--- src/rtl/sb_pkg.sv ---
package sb_pkg;
    typedef enum logic [1:0] {
        DR_IDLE  = 2'd0,
        DR_ISSUE = 2'd1,
        DR_WAIT  = 2'd2
    } drain_e;
endpackage

--- src/rtl/sb_store_array.sv ---
module sb_store_array
    import sb_pkg::*;
#(
    parameter int DEPTH    = 4,
    parameter int AW       = 16,
    parameter int DW       = 32,
    parameter bit MERGE_EN = 1'b1,
    localparam int PTR_W   = $clog2(DEPTH),
    localparam int CNT_W   = PTR_W + 1
) (
    input  logic             clk,
    input  logic             rst_n,
    input  logic             accept,
    input  logic [AW-1:0]    st_addr,
    input  logic [DW-1:0]    st_data,
    input  logic             pop,
    input  logic             lock_head,
    input  logic [AW-1:0]    ld_addr,
    output logic             st_match,
    output logic             ld_hit,
    output logic [DW-1:0]    ld_data,
    output logic [AW-1:0]    head_addr,
    output logic [DW-1:0]    head_data,
    output logic [CNT_W-1:0] count
);
    logic [AW-1:0]    a_q [DEPTH];
    logic [DW-1:0]    d_q [DEPTH];
    logic [PTR_W-1:0] head_q, tail_q;
    logic [CNT_W-1:0] cnt_q;

    logic [DEPTH-1:0] live, st_hv, ld_hv;
    logic [PTR_W-1:0] st_idx, ld_idx;
    logic             head_ld, merge, push;

    // per-slot liveness and address compare
    for (genvar i = 0; i < DEPTH; i++) begin : g_slot
        logic [PTR_W-1:0] rel;
        logic             locked;
        assign rel      = PTR_W'(i) - head_q;
        assign live[i]  = CNT_W'(rel) < cnt_q;
        assign locked   = lock_head && (PTR_W'(i) == head_q);
        assign st_hv[i] = MERGE_EN && live[i] && !locked && (a_q[i] == st_addr);
        assign ld_hv[i] = live[i] && !locked && (a_q[i] == ld_addr);
    end

    always_comb begin
        st_idx = '0;
        ld_idx = '0;
        for (int i = 0; i < DEPTH; i++) begin
            if (st_hv[i]) st_idx = PTR_W'(i);
            if (ld_hv[i]) ld_idx = PTR_W'(i);
        end
    end

    // an unlocked match is always newer than the locked head
    assign head_ld  = (cnt_q != '0) && lock_head && (a_q[head_q] == ld_addr);
    assign st_match = |st_hv;
    assign ld_hit   = (|ld_hv) || head_ld;
    assign ld_data  = (|ld_hv) ? d_q[ld_idx] : d_q[head_q];

    assign merge     = accept && st_match;
    assign push      = accept && !st_match;
    assign head_addr = a_q[head_q];
    assign head_data = d_q[head_q];
    assign count     = cnt_q;

    always_ff @(posedge clk) begin
        if (!rst_n) begin
            head_q <= '0;
            tail_q <= '0;
            cnt_q  <= '0;
        end else begin
            if (push) tail_q <= tail_q + PTR_W'(1);
            if (pop)  head_q <= head_q + PTR_W'(1);
            cnt_q <= cnt_q + CNT_W'(push) - CNT_W'(pop);
        end
    end

    always_ff @(posedge clk) begin
        if (merge) d_q[st_idx] <= st_data;
        if (push) begin
            a_q[tail_q] <= st_addr;
            d_q[tail_q] <= st_data;
        end
    end
endmodule

--- src/rtl/sb_drain.sv ---
module sb_drain
    import sb_pkg::*;
#(
    parameter int MEM_LAT = 100,
    localparam int CW     = $clog2(MEM_LAT + 1)
) (
    input  logic clk,
    input  logic rst_n,
    input  logic has_entry,
    input  logic more_entries,
    output logic issue,
    output logic busy,
    output logic retire
);
    drain_e        state_q, state_d;
    logic [CW-1:0] cnt_q;

    always_comb begin
        state_d = state_q;
        unique case (state_q)
            DR_IDLE:  if (has_entry) state_d = DR_ISSUE;
            DR_ISSUE: state_d = DR_WAIT;
            DR_WAIT:  if (cnt_q == '0) state_d = more_entries ? DR_ISSUE : DR_IDLE;
            default:  state_d = DR_IDLE;
        endcase
    end

    always_ff @(posedge clk) begin
        if (!rst_n) begin
            state_q <= DR_IDLE;
            cnt_q   <= '0;
        end else begin
            state_q <= state_d;
            if (state_q == DR_ISSUE)                    cnt_q <= CW'(MEM_LAT - 1);
            else if (state_q == DR_WAIT && cnt_q != '0) cnt_q <= cnt_q - CW'(1);
        end
    end

    always_comb begin
        issue  = (state_q == DR_ISSUE);
        busy   = (state_q != DR_IDLE);
        retire = (state_q == DR_WAIT) && (cnt_q == '0);
    end
endmodule

--- src/rtl/wt_store_buf.sv ---
module wt_store_buf
    import sb_pkg::*;
#(
    parameter int DEPTH    = 4,
    parameter int AW       = 16,
    parameter int DW       = 32,
    parameter int MEM_LAT  = 100,
    parameter bit MERGE_EN = 1'b1,
    localparam int CNT_W   = $clog2(DEPTH) + 1
) (
    input  logic             clk,
    input  logic             rst_n,
    input  logic             st_valid,
    input  logic [AW-1:0]    st_addr,
    input  logic [DW-1:0]    st_data,
    input  logic             st_hit,
    input  logic             cfg_around,
    output logic             st_stall,
    output logic             cache_upd,
    output logic             fill_req,
    input  logic [AW-1:0]    ld_addr,
    output logic             ld_hit,
    output logic [DW-1:0]    ld_data,
    output logic             mem_wr_en,
    output logic [AW-1:0]    mem_wr_addr,
    output logic [DW-1:0]    mem_wr_data,
    output logic             buf_full,
    output logic             buf_empty,
    output logic [CNT_W-1:0] buf_occ
);
    logic accept, st_match, busy, retire;

    assign buf_full  = (buf_occ == CNT_W'(DEPTH));
    assign buf_empty = (buf_occ == '0);
    assign st_stall  = st_valid && buf_full && !st_match;
    assign accept    = st_valid && !st_stall;
    assign cache_upd = accept && (st_hit || !cfg_around);
    assign fill_req  = accept && !st_hit && !cfg_around;

    sb_store_array #(
        .DEPTH(DEPTH), .AW(AW), .DW(DW), .MERGE_EN(MERGE_EN)
    ) u_array (
        .clk(clk), .rst_n(rst_n),
        .accept(accept), .st_addr(st_addr), .st_data(st_data),
        .pop(retire), .lock_head(busy), .ld_addr(ld_addr),
        .st_match(st_match), .ld_hit(ld_hit), .ld_data(ld_data),
        .head_addr(mem_wr_addr), .head_data(mem_wr_data), .count(buf_occ)
    );

    sb_drain #(.MEM_LAT(MEM_LAT)) u_drain (
        .clk(clk), .rst_n(rst_n),
        .has_entry(buf_occ != '0), .more_entries(buf_occ > CNT_W'(1)),
        .issue(mem_wr_en), .busy(busy), .retire(retire)
    );
endmodule

--- config.mk ---
export PLATFORM = sky130hd
export DESIGN_NAME = wt_store_buf
export DESIGN_NICKNAME = d
export VERILOG_FILES = /design/src/rtl/sb_pkg.sv /design/src/rtl/sb_store_array.sv /design/src/rtl/sb_drain.sv /design/src/rtl/wt_store_buf.sv
export SDC_FILE = /design/constraint.sdc
export NUM_CORES = 1
export LEC_CHECK = 0
export ABC_CLOCK_PERIOD_IN_PS = 8700
export BUFFER_PORTS_ARGS = -buffer_cell sky130_fd_sc_hd__buf_4
export CAP_MARGIN = 20
export CORE_ASPECT_RATIO = 1.4
export CORE_MARGIN = 2
export CORE_UTILIZATION = 45
export CTS_CLUSTER_SIZE = 12
export DETAILED_ROUTE_END_ITERATION = 12
export PLACE_DENSITY = 0.64
export SLEW_MARGIN = 10
export SYNTH_ARGS = -nofsm -noshare
export SYNTH_HDL_FRONTEND = slang
export SYNTH_SLANG_ARGS = --single-unit
--- constraint.sdc ---
create_clock -name clk -period 8.7 [get_ports clk]
set_input_delay 0.87 -clock clk [delete_from_list [all_inputs] [get_ports clk]]
set_output_delay 0.87 -clock clk [all_outputs]
set_load 0.005 [all_outputs]
# After elaboration in Yosys (flattened, before gate mapping)
# Memories as Yosys holds them, arrays and structs flattened. A register that Yosys moved wholly into a read port is not among the register bits.
# Index checks and enable logic that the tools add are counted.
# Widths: inputs -> output; s select.
[word_totals] regBits=16 ram_bits=192 in_bits=69 elab_cells=115 memories=2
[memory_table] memory="u_array.d_q" depth=4 word_bits=32 rd=2 rd_clocked_by_memory_dff=1 write_ports=1 line="sb_store_array.sv:27" text="logic [DW-1:0] d_q [DEPTH];"
[memory_table] memory="u_array.a_q" depth=4 word_bits=16 rd=5 rd_clocked_by_memory_dff=1 write_ports=1 line="sb_store_array.sv:26" text="logic [AW-1:0] a_q [DEPTH];"
[op_classes] addsub=9 magnitude_cmp=5 n_eq_ne=17 muxes=24 n_bitwise=1 n_reduce_logical=51
[op_table] op="$eq 16x16->1" count=9
[op_table] op="$mux 32" count=2
[op_table] op="$reduce_or 32->1" count=1
[op_table] op="$logic_and 1x1->1" count=28
[op_table] op="$mux 2" count=11
[op_table] op="$mux 7" count=2
[op_table] op="$lt 2x3->1" count=4
[op_table] op="$logic_not 1->1" count=8
[op_table] op="$mux 1" count=8
[op_table] op="$reduce_or 4->1" count=2
[op_table] op="$logic_not 7->1" count=1
[op_table] op="$reduce_bool 7->1" count=1
[op_table] op="$sub 7x1->7 const B" count=1
[op_table] op="$pmux 2 s3" count=1
[op_table] op="$add 2x1->2 const B" count=2
[op_table] op="$eq 2x2->1 const A" count=2
[op_table] op="$logic_not 2->1" count=2
[op_table] op="$reduce_bool 2->1" count=2
[op_table] op="$sub 1x2->2 const A" count=2
[op_table] op="$sub 2x2->2 const A" count=2
[op_table] op="$add 3x1->3" count=1
[op_table] op="$eq 3x3->1 const B" count=1
[op_table] op="$gt 3x1->1 const B" count=1
[op_table] op="$logic_not 3->1" count=1
[op_table] op="other kinds (11)" count=12

# Logic depth before layout (Yosys ltp)
[logic_depth] ltp_word=15 mapped_depth=13 depth_no_buf=13

# By module
# Synthesis repeated with hierarchy kept, for this count alone.
[hier_totals] cells_unflattened=740 area_unflattened_um2=11083.1
[by_module_without_submodules] mod="sb_store_array" instances=1 cells_per_inst=659 area_per_inst_um2=10396.2
[by_module_without_submodules] mod="sb_drain" instances=1 cells_per_inst=71 area_per_inst_um2=585.6
[by_module_without_submodules] mod="wt_store_buf" instances=1 cells_per_inst=10 area_per_inst_um2=101.3

# Worst setup path after synthesis
# Ideal clock, no wire load.
[synth_path] kind="in2reg" start="in st_addr[1]" end="mem u_array.d_q[0][0], enable pin" t_arrival_ns=7.071 setup_slack_ns=1.034 cell_stages=6 path_buffers=0 cell_sequence="xor2_1 > nor4_1 > nand4_1 > o2bb2ai_1 > o31ai_1 > a2111oi_0"
[synth_between] elab_chain_cells=12 word_cells_on_any_way=25 classes_between="eq/ne (4); mux (9); reduce/logical (12)"
[synth_rtl] item="from (decl)" line="wt_store_buf.sv:14" text="input logic [AW-1:0] st_addr,"
[synth_rtl] item="$eq 16x16->1" line="sb_store_array.sv:42" text="assign st_hv[i] = MERGE_EN && live[i] && !locked && (a_q[i] == st_addr);"
[synth_rtl] item="$logic_and 1x1->1" line="sb_store_array.sv:42"
[synth_rtl] item="$reduce_or 4->1" line="sb_store_array.sv:57" text="assign st_match = |st_hv;"
[synth_rtl] item="$logic_not 1->1" line="sb_store_array.sv:62, wt_store_buf.sv:35"
[synth_rtl] item="$logic_and 1x1->1" line="wt_store_buf.sv:35" text="assign st_stall = st_valid && buf_full && !st_match;"
[synth_rtl] item="$logic_not 1->1" line="wt_store_buf.sv:36" text="assign accept = st_valid && !st_stall;"
[synth_rtl] item="$logic_and 1x1->1" line="wt_store_buf.sv:36"
[synth_rtl] item="$logic_and 1x1->1" line="sb_store_array.sv:62" text="assign push = accept && !st_match;"
[synth_rtl] item="$mux 1" line="sb_store_array.sv:81" text="if (push) begin"
[synth_rtl] item="$mux 1 (implied by the code)" line="sb_store_array.sv:83" text="d_q[tail_q] <= st_data;"
[synth_rtl] item="$reduce_or 32->1 (no line)"
[synth_rtl] item="$mux 2 (no line) / $mux 1 (equally long branches)"
[synth_rtl] item="to (decl)" line="sb_store_array.sv:27"
# Several ways; a longest one is shown, not always the timed one.

# Worst setup path in the final report
[layout_path] start="reg u_array.head_q[0]" end="out ld_data[5]"
[layout_between] word_cells_on_any_way=34 classes_between="add/sub (4); order compare (4); eq/ne (3); mux (4); reduce/logical (18); memory (1)"
[layout_rtl] item="from (decl)" line="sb_store_array.sv:28" text="logic [PTR_W-1:0] head_q, tail_q;"
[layout_rtl] item="from (signal assigned)" line="sb_store_array.sv:74" text="if (pop) head_q <= head_q + PTR_W'(1);"
[layout_rtl] item="$sub 1x2->2 *" line="sb_store_array.sv:39" text="assign rel = PTR_W'(i) - head_q;"
[layout_rtl] item="net u_array.g_slot[1].rel[0]" line="sb_store_array.sv:37" text="logic [PTR_W-1:0] rel;"
[layout_rtl] item="$lt 2x3->1 *" line="sb_store_array.sv:40" text="assign live[i] = CNT_W'(rel) < cnt_q;"
[layout_rtl] item="$logic_and 1x1->1 * (2 in a row)" line="sb_store_array.sv:43" text="assign ld_hv[i] = live[i] && !locked && (a_q[i] == ld_addr);"
[layout_rtl] item="$mux 1" line="sb_store_array.sv:51" text="if (ld_hv[i]) ld_idx = PTR_W'(i);"
[layout_rtl] item="$mux 2 (2 in a row)" line="sb_store_array.sv:51"
[layout_rtl] item="$mem_v2 4x32"
[layout_rtl] item="$mux 32 *" line="sb_store_array.sv:59" text="assign ld_data = (|ld_hv) ? d_q[ld_idx] : d_q[head_q];"
[layout_rtl] item="to (decl)" line="wt_store_buf.sv:23" text="output logic [DW-1:0] ld_data,"
# Mark *: on every way through the listed nets, which the timed path passes. The rest lies on a longest branch.

==> impl_metrics.tcl <==
set metrics [dict create \
    areaGrowthSynthToFinish_pct 17.9 \
    mostFrequentLayoutCell "edfxtp_1" \
    grt_pass1_wl_um 49200 \
    rows 69 \
    fin_cells 1325 \
    fp.dieW_um 140 \
    vias_per_cell 6.17 \
    cts_max_path_buffers 3 \
    htreeDepth 1 \
    hold_viol_final 0 \
    worstHoldEndpoint "u_array.tail_q[0]" \
    irDropWorstVdd_mv 0.183 \
    grt_max_degree 52 \
    cts_hold_buf 0 \
    syn_area_um2 11700 \
    hp-start "u_array.tail_q[0]" \
    reg2reg_slack_ns 4.65 \
    violations "design-rule violations" \
    r2r-end "u_array.a_q[1][5]" \
    min_period_ns 5.37 \
    synth_edf_count 192 \
    ant_nets 0 \
    first_pass_iters 9 \
    wl_per_cell_um 24.6 \
    finalNetCount 1081 \
    initialDrtViolationCount 702 \
    crit_start "u_array.head_q[0]" \
    clock-sinks 210 \
    path_class "flip-flop to output pin" \
    ys.flop_type "edfxtp_1" \
    worst_slew_pin_slew_ns 1.05 \
    grt_antenna_before_repair 1 \
    cts_resized 0 \
    power_density_nw_per_um2 224 \
    syn_nets 955 \
    fmax_mhz 186 \
    yosys_warnings 0 \
    cp-start-kind "flip-flop" \
    cts_made_buffers 23 \
    min_path_type "flip-flop to flip-flop" \
    drv_cap 0 \
    rsz0062_at_grt "no" \
    yosys.cell_types.count 62 \
    grt_use_total_pct 23.5 \
    drive_above_1_share_pct 28.6 \
    synth-seq-cells 210 \
    cp.required_ns 7.83 \
    endpoint_kind "output pin" \
    status "finished, violations left" \
    dieArea_um2 27300 \
    gp_congestion 0.970 \
    dr_total_vias 8169 \
    final_cell_mix "edfxtp_1 (192), buf_4 (173), xor2_1 (79)" \
    syn_inst 868 \
    hold_depth 2 \
    io_pins 159 \
    insertion_delay_ns 0.51 \
    hpwl_um 22300 \
    setup_viol 0 \
    r2r_cells 9 \
    diodes 0 \
    drv_slew 0 \
    leakage_nw 4.79 \
    finClkSkew_ns 0.00994 \
    fin_crit_sh_pct 61.7 \
    cts_tree "yes" \
    first_global_vias 8356 \
    initial_core_util_pct 45.8 \
    utilization_pct 54.0 \
    grt-ovfl-total 0 \
    cts_root_buffer "clkbuf_16" \
    ys_seq_area_share_pct 52.5 \
    port_buffers 158 \
    drc 13 \
    crit_arrival_ns 4.50 \
    dpl.cell_count 1288 \
    post_cts_buffers 0 \
    r2r_start "u_array.head_q[0]" \
    postSynthAreaPerCell_um2 13.4 \
    coreArea_um2 25500 \
    slew_headroom_pct 29.9 \
    clkTransAtPathRegs_ns 0.06 \
    finalWirelength_um 32600 \
    power_mw 3.09 \
    die_h_um 195 \
    setup_tns_ns 0 \
    synth-async-reset-ratio_pct 0 \
    critPathMaxFanout 33 \
]
-- report_power, final --
group / leakage [nW] / internal, mW / switching (mW) / total [mW]
clock: 0.321 / 0.512 / 0.376 / 0.887
combinational: 2.56 / 0.441 / 0.444 / 0.885
sequential: 1.91 / 1.22 / 0.0934 / 1.31
total: 4.79 / 2.17 / 0.913 / 3.09
-- cell type report --
type	count	area (um^2)
clock buffers	30	602
fillers	2173	11700
inverters	16	60.1
clock inverters	7	58.8
flip-flops and latches	210	6130
well taps	319	399
repair buffers	173	1300
multi-input cells	570	5210
-- per-stage QoR --
step / cell area [um^2] / setup slack, ns / hold WS, ns
after floorplan: 11700 / 1.03 / 0.480
after global placement: 13100 / 3.75 / 0.514
after detailed placement: 13100 / 3.68 / 0.517
after CTS: 13800 / 3.32 / 0.528
after global routing: 13800 / 3.09 / 0.552
final: 13800 / 3.33 / 0.531
-- per-layer routing --
layer / vias to the layer above / GRT usage [%] / routed length [um] / share of wire (%)
met5: - / 0 / 11 / 0.034
met4: 2 / 7.71 / 857 / 2.6
met3: 52 / 3.30 / 2330 / 7.1
met2: 364 / 42.9 / 17100 / 52
met1: 4063 / 28.5 / 12400 / 38
li1: 3688 / - / - / -
-- cell usage after synthesis, drive strengths merged, types with 25 or more instances --
library cell  number  area [um^2]
and3              35          219
xor2              79          692
nor4              28          181
o21ai             35          175
a2111o            25          282
mux4              48         1080
o31ai             27          203
xnor2             72          631
clkbuf            40          155
buf               32          190
nand4             57          357
edfxtp           192         5770
a211oi            27          313
-- worst max path at each step --
stage | end | cells after the start | slack [ns]
CTS | ld_data[5] | 11 | 3.32
floorplan | u_array.d_q[0][0] | 6 | 1.03
global placement | ld_data[7] | 9 | 3.75
detailed placement | ld_data[5] | 9 | 3.68
global route | ld_data[7] | 11 | 3.09
finish | ld_data[5] | 11 | 3.33
-- state kept, by name, indices dropped and copies added (netlist names), named ones only --
| signal | cells |
|---|---|
| u_array.head_q | 2 |
| u_array.tail_q | 2 |
| u_drain.state_q | 2 |
| u_array.d_q | 128 |
| u_array.a_q | 64 |
| u_drain.cnt_q | 7 |
| u_array.count | 3 |
-- kinds of logic (layout without fill, tap and decap cells) --
family / count (synthesis) / count (layout) / synth area share, %
fa+ha+maj: 18 / 18 / 1.99
compound gates: 152 / 152 / 11.0
xor+xnor: 151 / 151 / 11.3
buf+inv: 88 / 226 / 3.47
mux: 50 / 50 / 9.43
flops: 210 / 210 / 52.5
simple gates: 199 / 199 / 10.3
-- worst max-delay path, cell delays in order (launching register included) --
cell	delay, ns
dfxtp_1	0.43
inv_1	0.13
ha_1	0.34
inv_1	0.05
ha_1	0.26
inv_1	0.05
o311a_1	0.35
and3_1	0.29
a22o_2	0.65
nor3_4	0.98
o31ai_1	0.24
buf_4	0.19
Note: power is estimated with default switching activity, not from simulation.
